===== config.mk =====
export PLATFORM = sky130hd
export DESIGN_NAME = spi_word_packer
export DESIGN_NICKNAME = d
export VERILOG_FILES = /design/src/rtl/spi_pack_pkg.sv /design/src/rtl/spi_tx_packer.sv /design/src/rtl/spi_rx_unpacker.sv /design/src/rtl/spi_word_packer.sv
export SDC_FILE = /design/constraint.sdc
export NUM_CORES = 1
export LEC_CHECK = 0
export BUFFER_PORTS_ARGS = -buffer_cell sky130_fd_sc_hd__buf_2
export CELL_PAD_IN_SITES_DETAIL_PLACEMENT = 1
export CELL_PAD_IN_SITES_GLOBAL_PLACEMENT = 1
export CORE_ASPECT_RATIO = 0.7
export CORE_UTILIZATION = 45
export CTS_BUF_LIST = sky130_fd_sc_hd__clkbuf_16
export DETAILED_ROUTE_END_ITERATION = 7
export GPL_ROUTABILITY_DRIVEN = 0
export PLACE_DENSITY_LB_ADDON = 0.1
export SETUP_SLACK_MARGIN = 0.1
export SYNTH_ARGS = -nofsm -noshare
export SYNTH_HDL_FRONTEND = slang
export SYNTH_SLANG_ARGS = --single-unit

===== constraint.sdc =====
create_clock -name clk -period 4.88 [get_ports clk]
set_clock_uncertainty 0.05 [all_clocks]
set_input_delay 0.976 -clock clk [delete_from_list [all_inputs] [get_ports clk]]
set_output_delay 0.976 -clock clk [all_outputs]
set_load 0.02 [all_outputs]

===== src/rtl/spi_pack_pkg.sv =====
package spi_pack_pkg;
    localparam int WORD_W    = 32;
    localparam int BYTE_W    = 8;
    localparam int WORD_B    = WORD_W / BYTE_W;
    localparam int FIELD_W   = 5;
    localparam int FIELD_MIN = 3;

    typedef struct packed {
        logic [FIELD_W-1:0] wlen_m1;
        logic               tx_present;
        logic               rx_present;
    } xfer_cfg_t;

    // Bytes per FIFO word for a word-length field (bits-per-word minus 1).
    function automatic logic [2:0] bytes_for_field(input logic [FIELD_W-1:0] f);
        if (f <= 5'd7)       return 3'd1;
        else if (f <= 5'd15) return 3'd2;
        else                 return 3'd4;
    endfunction

    function automatic logic field_legal(input logic [FIELD_W-1:0] f);
        return f >= 5'(FIELD_MIN);
    endfunction
endpackage


===== src/rtl/spi_tx_packer.sv =====
module spi_tx_packer
    import spi_pack_pkg::*;
#(
    parameter int LEN_W = 12
) (
    input  logic              clk,
    input  logic              rst,
    input  logic              clr,
    input  logic              active,
    input  logic              tx_present,
    input  logic [2:0]        w,
    input  logic [LEN_W-1:0]  len,
    input  logic              tx_byte_valid,
    output logic              tx_byte_ready,
    input  logic [BYTE_W-1:0] tx_byte,
    input  logic              ofifo_full,
    output logic              ofifo_push,
    output logic [WORD_W-1:0] ofifo_word
);
    localparam int IDX_W = $clog2(WORD_B);

    logic [WORD_W-1:0] acc;
    logic [IDX_W-1:0]  idx;
    logic              pend;
    logic [LEN_W-1:0]  cnt;
    logic              room;
    logic              accept;
    logic              filler;

    assign room          = active && !pend && (cnt < len);
    assign tx_byte_ready = room && tx_present;
    assign accept        = tx_byte_ready && tx_byte_valid;
    assign filler        = room && !tx_present;
    assign ofifo_push    = pend && !ofifo_full;
    assign ofifo_word    = acc;

    always_ff @(posedge clk) begin
        if (rst || clr) begin
            acc  <= '0;
            idx  <= '0;
            pend <= 1'b0;
            cnt  <= '0;
        end else begin
            if (ofifo_push) begin
                pend <= 1'b0;
                acc  <= '0;
            end
            if (accept) begin
                for (int i = 0; i < WORD_B; i++) begin
                    if (idx == IDX_W'(i))
                        acc[BYTE_W*(WORD_B-1-i) +: BYTE_W] <= tx_byte;
                end
                cnt <= cnt + 1'b1;
                if ({1'b0, idx} == IDX_W'(w - 3'd1)) begin
                    idx  <= '0;
                    pend <= 1'b1;
                end else begin
                    idx <= idx + 1'b1;
                end
            end
            if (filler) begin
                pend <= 1'b1;
                cnt  <= cnt + LEN_W'(w);
            end
        end
    end

    assert_hold_when_full_R4: assert property (@(posedge clk) disable iff (rst)
        (pend && ofifo_full && !clr) |=> (pend && $stable(ofifo_word)));

    assert_no_ready_without_source_R6: assert property (@(posedge clk) disable iff (rst)
        (!tx_present) |-> (!tx_byte_ready));
endmodule


===== src/rtl/spi_rx_unpacker.sv =====
module spi_rx_unpacker
    import spi_pack_pkg::*;
#(
    parameter int LEN_W = 12
) (
    input  logic              clk,
    input  logic              rst,
    input  logic              clr,
    input  logic              active,
    input  logic              rx_present,
    input  logic [2:0]        w,
    input  logic [LEN_W-1:0]  len,
    input  logic              ififo_empty,
    output logic              ififo_pop,
    input  logic [WORD_W-1:0] ififo_word,
    output logic              rx_byte_valid,
    input  logic              rx_byte_ready,
    output logic [BYTE_W-1:0] rx_byte,
    output logic [LEN_W-1:0]  rx_count
);
    localparam int IDX_W = $clog2(WORD_B);

    logic [WORD_W-1:0] hold;
    logic              hv;
    logic [IDX_W-1:0]  idx;
    logic [LEN_W-1:0]  cnt;
    logic [IDX_W-1:0]  shift;

    assign ififo_pop     = active && !ififo_empty && !hv && (cnt < len);
    assign rx_byte_valid = hv;
    assign rx_count      = cnt;
    assign shift         = IDX_W'(w - 3'd1) - idx;

    always_comb begin
        rx_byte = '0;
        for (int s = 0; s < WORD_B; s++) begin
            if (shift == IDX_W'(s))
                rx_byte = hold[BYTE_W*s +: BYTE_W];
        end
    end

    always_ff @(posedge clk) begin
        if (rst || clr) begin
            hold <= '0;
            hv   <= 1'b0;
            idx  <= '0;
            cnt  <= '0;
        end else begin
            if (ififo_pop) begin
                if (rx_present) begin
                    hold <= ififo_word;
                    hv   <= 1'b1;
                    idx  <= '0;
                end else begin
                    cnt <= cnt + LEN_W'(w);
                end
            end
            if (hv && rx_byte_ready) begin
                cnt <= cnt + 1'b1;
                if ({1'b0, idx} == IDX_W'(w - 3'd1)) begin
                    hv  <= 1'b0;
                    idx <= '0;
                end else begin
                    idx <= idx + 1'b1;
                end
            end
        end
    end

    assert_stall_stable_R3: assert property (@(posedge clk) disable iff (rst)
        (rx_byte_valid && !rx_byte_ready && !clr) |=> (rx_byte_valid && $stable(rx_byte)));

    assert_dropped_no_valid_R7: assert property (@(posedge clk) disable iff (rst)
        (!rx_present && !clr) |=> (!rx_byte_valid || rx_present));

    assert_no_pop_empty_R5: assert property (@(posedge clk) disable iff (rst)
        (ififo_empty) |-> (!ififo_pop));
endmodule


===== src/rtl/spi_word_packer.sv =====
module spi_word_packer
    import spi_pack_pkg::*;
#(
    parameter int LEN_W = 12
) (
    input  logic              clk,
    input  logic              rst,
    input  logic              cfg_start,
    input  logic [4:0]        cfg_wlen_m1,
    input  logic [LEN_W-1:0]  cfg_len,
    input  logic              cfg_tx_present,
    input  logic              cfg_rx_present,
    output logic              cfg_err,
    output logic              busy,
    output logic              done,
    input  logic              tx_byte_valid,
    output logic              tx_byte_ready,
    input  logic [7:0]        tx_byte,
    input  logic              ofifo_full,
    output logic              ofifo_push,
    output logic [31:0]       ofifo_word,
    input  logic              ififo_empty,
    output logic              ififo_pop,
    input  logic [31:0]       ififo_word,
    output logic              rx_byte_valid,
    input  logic              rx_byte_ready,
    output logic [7:0]        rx_byte
);
    xfer_cfg_t        cfg_q;
    logic [LEN_W-1:0] len_q;
    logic [2:0]       w_q;
    logic             active;
    logic             err_q;
    logic             done_q;
    logic [2:0]       w_new;
    logic             start_ok;
    logic [LEN_W-1:0] rx_count;

    assign w_new    = bytes_for_field(cfg_wlen_m1);
    assign start_ok = field_legal(cfg_wlen_m1) &&
                      ((cfg_len & LEN_W'(w_new - 3'd1)) == '0);

    always_ff @(posedge clk) begin
        if (rst) begin
            cfg_q  <= '0;
            len_q  <= '0;
            w_q    <= 3'd1;
            active <= 1'b0;
            err_q  <= 1'b0;
            done_q <= 1'b0;
        end else if (cfg_start) begin
            cfg_q  <= '{wlen_m1: cfg_wlen_m1, tx_present: cfg_tx_present,
                        rx_present: cfg_rx_present};
            len_q  <= cfg_len;
            w_q    <= w_new;
            active <= start_ok;
            err_q  <= !start_ok;
            done_q <= 1'b0;
        end else begin
            done_q <= active && (rx_count == len_q);
            if (active && (rx_count == len_q))
                active <= 1'b0;
        end
    end

    assign busy    = active;
    assign cfg_err = err_q;
    assign done    = done_q;

    spi_tx_packer #(.LEN_W(LEN_W)) u_tx (
        .clk(clk), .rst(rst), .clr(cfg_start), .active(active),
        .tx_present(cfg_q.tx_present), .w(w_q), .len(len_q),
        .tx_byte_valid(tx_byte_valid), .tx_byte_ready(tx_byte_ready), .tx_byte(tx_byte),
        .ofifo_full(ofifo_full), .ofifo_push(ofifo_push), .ofifo_word(ofifo_word)
    );

    spi_rx_unpacker #(.LEN_W(LEN_W)) u_rx (
        .clk(clk), .rst(rst), .clr(cfg_start), .active(active),
        .rx_present(cfg_q.rx_present), .w(w_q), .len(len_q),
        .ififo_empty(ififo_empty), .ififo_pop(ififo_pop), .ififo_word(ififo_word),
        .rx_byte_valid(rx_byte_valid), .rx_byte_ready(rx_byte_ready), .rx_byte(rx_byte),
        .rx_count(rx_count)
    );

    assert_done_ends_busy_R8: assert property (@(posedge clk) disable iff (rst)
        done |-> !busy);

    assert_err_no_transfer_R9: assert property (@(posedge clk) disable iff (rst)
        cfg_err |-> (!busy && !ofifo_push && !ififo_pop));

    assert_push_not_full_R4: assert property (@(posedge clk) disable iff (rst)
        (ofifo_full && !cfg_start) |=> ($stable(ofifo_word) || $past(!ofifo_push)));
endmodule


After elaboration in Yosys (flattened, before gate mapping)
Cells that the tools add are included.

Bits in registers: 114. Input bits: 66.

Add/sub/neg operators: 9. Magnitude comparators: 5. Equality and inequality tests: 10. Muxes and demuxes: 32. Bitwise gates (word level): 1. Reductions and logical operators: 30.

Operators with widths (number): $mux W32 (2); $mux W8 (8); $mux W12 (5); $add A12 B1 Y12 const B (2); $add A12 B3 Y12 (2); $lt A12 B12 Y1 (2); $and A12 B12 Y12 (1); $eq A12 B12 Y1 (1); $logic_and A1 B1 Y1 (12); $logic_not A12 Y1 (1); $mux W1 (10); $mux W2 (5); $eq A2 B2 Y1 const B (4); $reduce_bool A2 Y1 (4); $logic_not A1 Y1 (6); $mux W3 (2); $reduce_and A2 Y1 (3); $ge A5 B2 Y1 const B (1); $le A5 B3 Y1 const B (1); $le A5 B4 Y1 const B (1); $add A2 B1 Y2 const B (2); $eq A2 B1 Y1 const B (2); $eq A2 B2 Y1 (2); $logic_not A2 Y1 (2); other kinds (6) (6).

Longest topological paths before layout
Gate-level depths: netlist of the first run.

Depth in word-level cells: 8. Gate-level depth with buffers: 16. Mapped depth without buffers: 16.

By module
Synthesis of the first run repeated with hierarchy kept, for this count alone.

Cells, all modules: 687. Area, all modules: 6125.9 um^2.

Modules (own cells, without submodules): spi_rx_unpacker (instances 1, cells an instance 323, area an instance 2780.2 um^2, sequential area each 940.9 um^2); spi_tx_packer (instances 1, cells an instance 275, area an instance 2482.4 um^2, sequential area each 940.9 um^2); spi_word_packer (instances 1, cells an instance 89, area an instance 863.3 um^2, sequential area each 400.4 um^2).

Worst setup path after synthesis of the first run
Ideal clock, no wire load.

Kind: input -> output. Start point: input port ififo_empty. End point: output port ififo_pop. Data arrival time: 2192 ps. Required time: 3854 ps. Setup slack: 1662 ps. Stages on the path: 4. Buffers on the path: 0. Cell sequence: or4b_1 > a21oi_1 > o21ai_1 > nor3_1.

Cells in the longest elaborated chain, start to end: 4.

RTL lines: start: declaration (RTL line spi_word_packer.sv:22) `input logic ififo_empty,`; $logic_not A1 Y1 (RTL line spi_rx_unpacker.sv:29) `assign ififo_pop = active && !ififo_empty && !hv && (cnt < len);`; $logic_and A1 B1 Y1 (3 in series) (RTL line spi_rx_unpacker.sv:29); end: declaration (RTL line spi_word_packer.sv:23) `output logic ififo_pop,`.

No other way between the ends.

Final worst setup path of the first run
Start point: register w_q[0]. End point: output port rx_byte[1].

Cells in the longest elaborated chain, start to end: 7. Elaborated cells between the ends (all ways): 10. Those cells by class: add/sub (2); eq/ne (3); mux (4); reduce/logical (1).

RTL lines: start: declaration (RTL line spi_word_packer.sv:31) `logic [2:0] w_q;`; start signal: assignment (RTL line spi_word_packer.sv:55) `w_q <= w_new;`; $sub A2 B1 Y2 (*) (RTL line spi_rx_unpacker.sv:32) `assign shift = IDX_W'(w - 3'd1) - idx;`; $sub A2 B2 Y2 (*) (RTL line spi_rx_unpacker.sv:32); $logic_not A2 Y1 (RTL line spi_rx_unpacker.sv:37) `if (shift == IDX_W'(s))`; $mux W8 (3 in series) (RTL line spi_rx_unpacker.sv:37); $mux W8 (*) (RTL line spi_rx_unpacker.sv:37); end: declaration (RTL line spi_word_packer.sv:27) `output logic [7:0] rx_byte`.

Every way passes the cells marked *; elsewhere a longest branch is shown, timed or not.

==> summary.txt, run 1 <==
Outcome
  – Status: finished clean

Clock network
  – CTS tree: done
  – Setup bufs post-CTS: 0
  – Htree depth: 4
  – Clk buf depth: 2
  – Sink Count: between 100 and 150
  – Root buf cell: clkbuf_16
  – Clock transition at path regs: 0.05 ns
  – Cts bufs inserted: 17
  – Count of hold-fix buffers inserted at cts: 0
  – Clk_lat worst skew: 0.41 ns
  – Gates resized, CTS repair: 0

Synthesis
  – Post-synthesis mux area share: 0.1885
  – Synth Area in Simple Gates: 0.1772
  – Top cells by area, synth: dfxtp_1 (41%), mux2i_1 (16%), ha_1 (7.7%)
  – Mean Syn Cell Area: roughly 9.5 um^2
  – Number of synthesized flops with an enable pin: 0
  – Post-synth top area cell: dfxtp_1
  – Mapped Cells: between 500 and 600
  – Synth Flop Type: dfxtp_1
  – Seq/Total Area, Yosys: 0.4132
  – Yosys cell types: slightly above 50
  – Post-synthesis net count: about 680
  – #FFs+latches synth: around 110
  – Compound-Gate Fraction of Synth Area: 0.08314
  – Top cell type's share of synthesized area: 0.4132
  – Top cell types by occurrence after synthesis: dfxtp_1 (114), mux2i_1 (86), nor2_1 (72), nand2_1 (66), ha_1 (34)
  – Cell area after synthesis: about 5500 um^2
  – YS warnings: 0
  – Largest family of logic cells by synthesized area: multiplexers
  – Synth Area in Adders: 0.08428
  – Top-count cell post-synth: dfxtp_1
  – Async SR Flop Fraction: 0
  – XOR/XNOR Fraction of Synth Area: 0.01676

Cells and area
  – Layout cells sized above 1: 0.2340
  – N_diodes: 0
  – P&R area growth vs syn: 22.36%
  – Nets: 794
  – Final core utilization: 0.5703
  – Cell Count, Final, Fillers Out: 862

Critical path
  – Top delay family on crit path: XOR/XNOR gates
  – Reg2reg end: u_tx.cnt[8]
  – Worst r2r src: len_q[1]
  – Type of the worst setup path: flop to output port
  – CP arrival: 2.91 ns
  – Largest stage delay on the critical path: approximately 0.58 ns
  – R2R setup slack: around 1.1 ns
  – Startpoint types: flop
  – Critical path cell sequence: xnor3_1, xor2_1, buf_4, mux4_2, buf_2
  – Crit-path max FO: 8
  – WP buf/inv: 2
  – CP required: between 3 and 4 ns
  – R2R depth: 15
  – Worst setup EP type: output port
  – Slowest-stage cell, CP: xor2_1

Drt
  – # DRC: 0
  – Antenna viol nets, final: 0
  – Via count: approximately 4600
  – 1st-iter DRT viols: 188
  – 1st-pass router iterations: 4
  – Vias per cell: roughly 5.3
  – Final wirelength: around 16000 um
  – WL per Instance: 18.09 um

STA
  – Final worst-path cycle share: 0.8071
  – Final Setup Violations: 0
  – Post-route minimum period: 3.939 ns
  – Setup TNS: 0 ns
  – Fin. max-slew vios: 0
  – Measured slew at the worst slew-check pin: slightly above 0.8 ns
  – Final hold viol count: 0
  – Unrepaired setup endpoints after global routing: no
  – Hold_ws: between 0.4 and 0.5 ns
  – Worst slew margin: 0.4609
  – Fmax: ~250 MHz

Power
  – Maximum vdd drop: around 260 uV
  – PwrDens: approximately 340 nW/um^2
  – LEAKAGE: 2.886 nW

Min path
  – WHS Path Cells: 2
  – Worst hold endpoint: u_tx.ofifo_word[12]
  – HP Start: u_tx.ofifo_word[12]
  – Hold crit path type: flop to flop

Run
  – Max_cap viols: 0

Global routing
  – Vias in the first global route: 4804
  – First-pass GRT wire length: 24890 um
  – Initial antenna violation count: 0
  – Largest net degree at the start of global routing: between 40 and 50
  – Global route overflow: 0
  – Total track usage: 0.2571

Placement
  – DP Wirelength: 11300 um
  – Port Buf Inserts: roughly 110
  – Post-Place Cells: slightly above 800

Floorplanning
  – Die footprint: 12730 um^2
  – I/O pin total: 113
  – Die H: ~95 um
  – Core ar.: ~12000 um^2
  – Initial Util: 0.4661
  – Die X-Extent: 134.4 um
  – Core Rows: 33
flip-flops by register name, summed over array words and instances (netlist names), 3 cells and up:
| name | flops |
|---|---|
| u_rx.hold | 32 |
| u_tx.ofifo_word | 32 |
| len_q | 12 |
| u_rx.rx_count | 12 |
| u_tx.cnt | 12 |
| w_q | 3 |
layout make-up:
type	count	area, um^2
fill	1386	5092
multi-input combinational	418	3044
sequential	114	2282
timing repair buffer	117	598.1
clock buffer	17	425.4
tap	157	196.4
clock inverter	15	121.4
inverter	24	90.09
worst max path at each step:
stage                            from           to  slack (ns)  cells past startpoint
after floorplan           ififo_empty    ififo_pop        1.66                      4
after global placement       len_q[1]  u_tx.cnt[8]        1.39                     15
after detailed placement     len_q[1]  u_tx.cnt[8]        1.18                     15
after CTS                      w_q[0]   rx_byte[1]        0.92                      5
after global routing           w_q[0]   rx_byte[1]        0.75                      5
final                          w_q[0]   rx_byte[1]        0.94                      5
cells by family (layout without fill, tap and decap cells):
kind of cell | count (synthesis) | after routing
mux | 94 | 94
flops | 114 | 114
xor+xnor | 9 | 9
buf+inv | 50 | 173
fa+ha+maj | 36 | 36
compound gates | 72 | 72
simple gates | 207 | 207
stage by stage:
step	area, um^2	power, mW	worst slack (ns)
finish	6758	2.271	0.9412
global route	6758	2.344	0.7494
CTS	6758	2.282	0.9249
detailed placement	6211	1.134	1.182
global placement	6211	1.125	1.385
floorplan	5523	1.068	1.662
power by group:
part / switching [mW] / internal (mW)
Sequential: 0.0102 / 0.942
Combinational: 0.0961 / 0.0664
Clock: 0.462 / 0.694
worst register-to-register path: cells and delay by family, from the launching register on:
family	cells	cell delay, ns
and+or+nand+nor	5	0.89
DFF	1	0.33
AOI/OAI and AO/OA	5	1.52
buffers and inverters	2	0.14
adders and majority gates	3	0.71
cells in the final DEF, fill, tap and decap left out, drive strengths merged, types with 2 or more instances in the layout:
| master | count |
|---|---|
| nand2b | 7 |
| or2 | 3 |
| nor3 | 2 |
| a211oi | 4 |
| mux2i | 86 |
| nor4 | 4 |
| fa | 2 |
| clkinv | 9 |
| nor2 | 72 |
| nand2 | 66 |
| and3 | 3 |
| mux4 | 8 |
| inv | 27 |
| or3 | 8 |
| nor2b | 9 |
| a21o | 4 |
| a21oi | 27 |
| clkbuf | 17 |
| a22oi | 2 |
| nand4 | 4 |
| o31ai | 5 |
| ha | 34 |
| and4 | 2 |
| nor4b | 3 |
| o21ai | 16 |
| buf | 117 |
| dfxtp | 114 |
| nor3b | 2 |
| o211ai | 3 |
| xnor2 | 7 |
| and2 | 4 |
| nand3 | 7 |
| clkinvlp | 2 |
| o21a | 4 |
| or4 | 6 |
| nand3b | 2 |
per-layer routing:
layer,GRT usage,share of wire,vias up
li1,-,-,2260
met1,0.3351,0.47,2222
met2,0.4201,0.47,91
met3,0.05421,0.045,22
met4,0.09738,0.013,0
met5,0,0,-
No activity file was read; power rests on OpenSTA's default activity.
==> run 2, diff against run 1 <==
- CORE_UTILIZATION: 45 -> 42
- clock period: 4.88 -> 3.8 ns (I/O delays scaled with it)
==> summary.txt, run 2 (same netlist as run 1, synthesis figures left out) <==
Clock network
  – Clock transition at path regs: 0.06 ns (was 0.05 ns)
  – Gates resized, CTS repair: 0 (unchanged)
  – Clk buf depth: 2 (unchanged)
  – Sink Count: 114 (unchanged)
  – Count of hold-fix buffers inserted at cts: 0 (unchanged)
  – Htree depth: 4 (unchanged)
  – Cts bufs inserted: 17 (unchanged)
  – Setup bufs post-CTS: 0 (unchanged)
  – CTS tree: done (unchanged)
  – Root buf cell: clkbuf_16 (unchanged)
  – Clk_lat worst skew: 0.41 ns (about the same)

Drt
  – WL per Instance: 18.02 um (was 18.09 um)
  – # DRC: 6 (was 0)
  – Vias per cell: 5.357 (was 5.331)
  – Via count: 4666 (was 4595)
  – Final wirelength: 15690 um (was 15590 um)
  – 1st-pass router iterations: 8 (was 4)
  – Antenna viol nets, final: 0 (unchanged)
  – 1st-iter DRT viols: 202 (was 188)

Min path
  – Hold crit path type: flop to flop (unchanged)
  – WHS Path Cells: 2 (unchanged)
  – Worst hold endpoint: u_tx.ofifo_word[1] (was u_tx.ofifo_word[12])
  – HP Start: u_tx.ofifo_word[1] (was u_tx.ofifo_word[12])

Cells and area
  – Final core utilization: 0.5437 (was 0.5703)
  – P&R area growth vs syn: 24.38% (was 22.36%)
  – Layout cells sized above 1: 0.2398 (was 0.2340)
  – Cell Count, Final, Fillers Out: 871 (was 862)
  – Most common cell after layout, fill and taps aside: dfxtp_1 (unchanged)
  – N_diodes: 0 (unchanged)
  – Most frequent cells in the layout: dfxtp_1 (114), buf_2 (112), mux2i_1 (86) (unchanged)
  – Nets: 798 (was 794)

Critical path
  – Worst r2r src: len_q[7] (was len_q[1])
  – Startpoint types: flop (unchanged)
  – R2R setup slack: 0.41 ns (was 1.10 ns)
  – CP required: 4.09 ns (was 3.85 ns)
  – CP arrival: 3.68 ns (was 2.91 ns)
  – Type of the worst setup path: flop to flop (was flop to output port)
  – Crit-path max FO: 6 (was 8)
  – R2R depth: 13 (was 15)
  – Worst setup EP type: flop (was output port)
  – Reg2reg end: u_tx.cnt[10] (was u_tx.cnt[8])

STA
  – Setup TNS: 0 ns (unchanged)
  – Final WS setup: 0.4083 ns (was 0.9412 ns)
  – Fmax: between 200 and 300 MHz
  – Final hold viol count: 0 (unchanged)
  – Final Setup Violations: 0 (unchanged)
  – Post-route minimum period: 3.392 ns
  – Measured slew at the worst slew-check pin: 0.7886 ns (was 0.8087 ns)
  – Hold_ws: 0.4084 ns (was 0.4110 ns)
  – Unrepaired setup endpoints after global routing: no (unchanged)
  – Worst slew margin: 0.4742 (was 0.4609)
  – Final worst-path cycle share: 0.8926
  – Fin. max-slew vios: 0 (unchanged)

Floorplanning
  – Core Rows: 34 (was 33)
  – Initial Util: 0.4371 (was 0.4661)
  – Die H: 97.94 um (was 94.69 um)
  – Die footprint: 13620 um^2 (was 12730 um^2)
  – Die X-Extent: 139.1 um (was 134.4 um)
  – Core ar.: 12630 um^2 (was 11850 um^2)
  – I/O pin total: 113 (unchanged)

Global routing
  – Top Usage Layer GRT: met2 (unchanged)
  – Global route overflow: 0 (unchanged)
  – Total track usage: 0.2431 (was 0.2571)
  – M3 GR Usage: 0.06278 (was 0.05421)
  – Met2 usage: 0.4013 (was 0.4201)
  – Initial antenna violation count: 0 (unchanged)
  – Met1 Use GR: 0.3062 (was 0.3351)
  – Vias in the first global route: 4980 (was 4804)
  – Largest net degree at the start of global routing: 36 (was 48)
  – First-pass GRT wire length: 25600 um (was 24890 um)

Power
  – PwrDens: 452.9 nW/um^2 (was 336.0 nW/um^2)
  – LEAKAGE: 2.921 nW (was 2.886 nW)
  – Maximum vdd drop: 332.2 uV (was 258.8 uV)

Placement
  – Post-Place Cells: 839 (was 830)
  – Port Buf Inserts: 112 (unchanged)
  – DP Worst Slack: 0.2117 ns (was 1.182 ns)
  – DP Wirelength: 11330 um (was 11300 um)

Outcome
  – Status: complete, but fails checks (was finished clean)
  – Failing checks: DRC

Run
  – Max_cap viols: 0 (unchanged)
-- run 2: cell types whose count changed in the layout (fill, tap and decap cells not counted), moves of 2 or more --
cell	before	now
clkinv_4	4	2
clkinvlp_4	2	5
clkinv_2	5	2
buf_4	5	9
bufinv_16	1	4
-- run 2: power breakdown --
group	internal (mW)	switching [mW]	leakage (nW)
registers	1.21	0.0143	0.922
logic	0.0878	0.121	1.71
clock network	1.09	0.588	0.290
-- run 2: critical path, stage by stage, from the launching register on --
cell	delay (ns)
dfxtp_1	0.34
inv_1	0.08
ha_1	0.32
nand4_1	0.15
o31ai_1	0.43
a21oi_1	0.17
or3b_2	0.22
ha_1	0.16
inv_1	0.06
fa_1	0.40
nor2b_1	0.17
o21ai_2	0.12
nor4_1	0.41
mux2i_1	0.24
-- run 2: area by class of cell --
class                   instances  area (um^2)
clock inverters                15        192.7
clock buffers                  17        425.4
fillers                      1467         5766
flip-flops and latches        114         2282
repair buffers                121        628.1
multi-input cells             418         3048
well taps                     162        202.7
inverters                      24        90.09
-- run 2: worst max path at each step --
stage / startpoint / endpoint / slack, ns / cells after the start
finish: len_q[7] / u_tx.cnt[10] / 0.41 / 13
floorplan: len_q[1] / u_tx.cnt[8] / 0.60 / 15
detailed placement: len_q[1] / u_tx.cnt[8] / 0.21 / 15
global route: len_q[7] / u_tx.cnt[10] / 0.12 / 13
global placement: len_q[1] / u_tx.cnt[8] / 0.45 / 15
CTS: len_q[1] / u_tx.cnt[8] / 0.14 / 15
-- run 2: routing by layer --
| layer | wire [um] | vias to the layer above | share of wire |
|---|---|---|---|
| li1 | - | 2269 | - |
| met1 | 7291 | 2275 | 0.46 |
| met2 | 7314 | 98 | 0.47 |
| met3 | 793 | 24 | 0.051 |
| met4 | 294 | 0 | 0.019 |
| met5 | 0 | - | 0 |
-- run 2: through the flow --
| step | instance area [um^2] | power (mW) |
|---|---|---|
| 6_report | 6869 | 3.111 |
| 5_1_grt | 6869 | 3.221 |
| 4_1_cts | 6865 | 3.138 |
| 3_5_place_dp | 6247 | 1.458 |
| 3_3_place_gp | 6247 | 1.450 |
| 2_1_floorplan | 5523 | 1.371 |
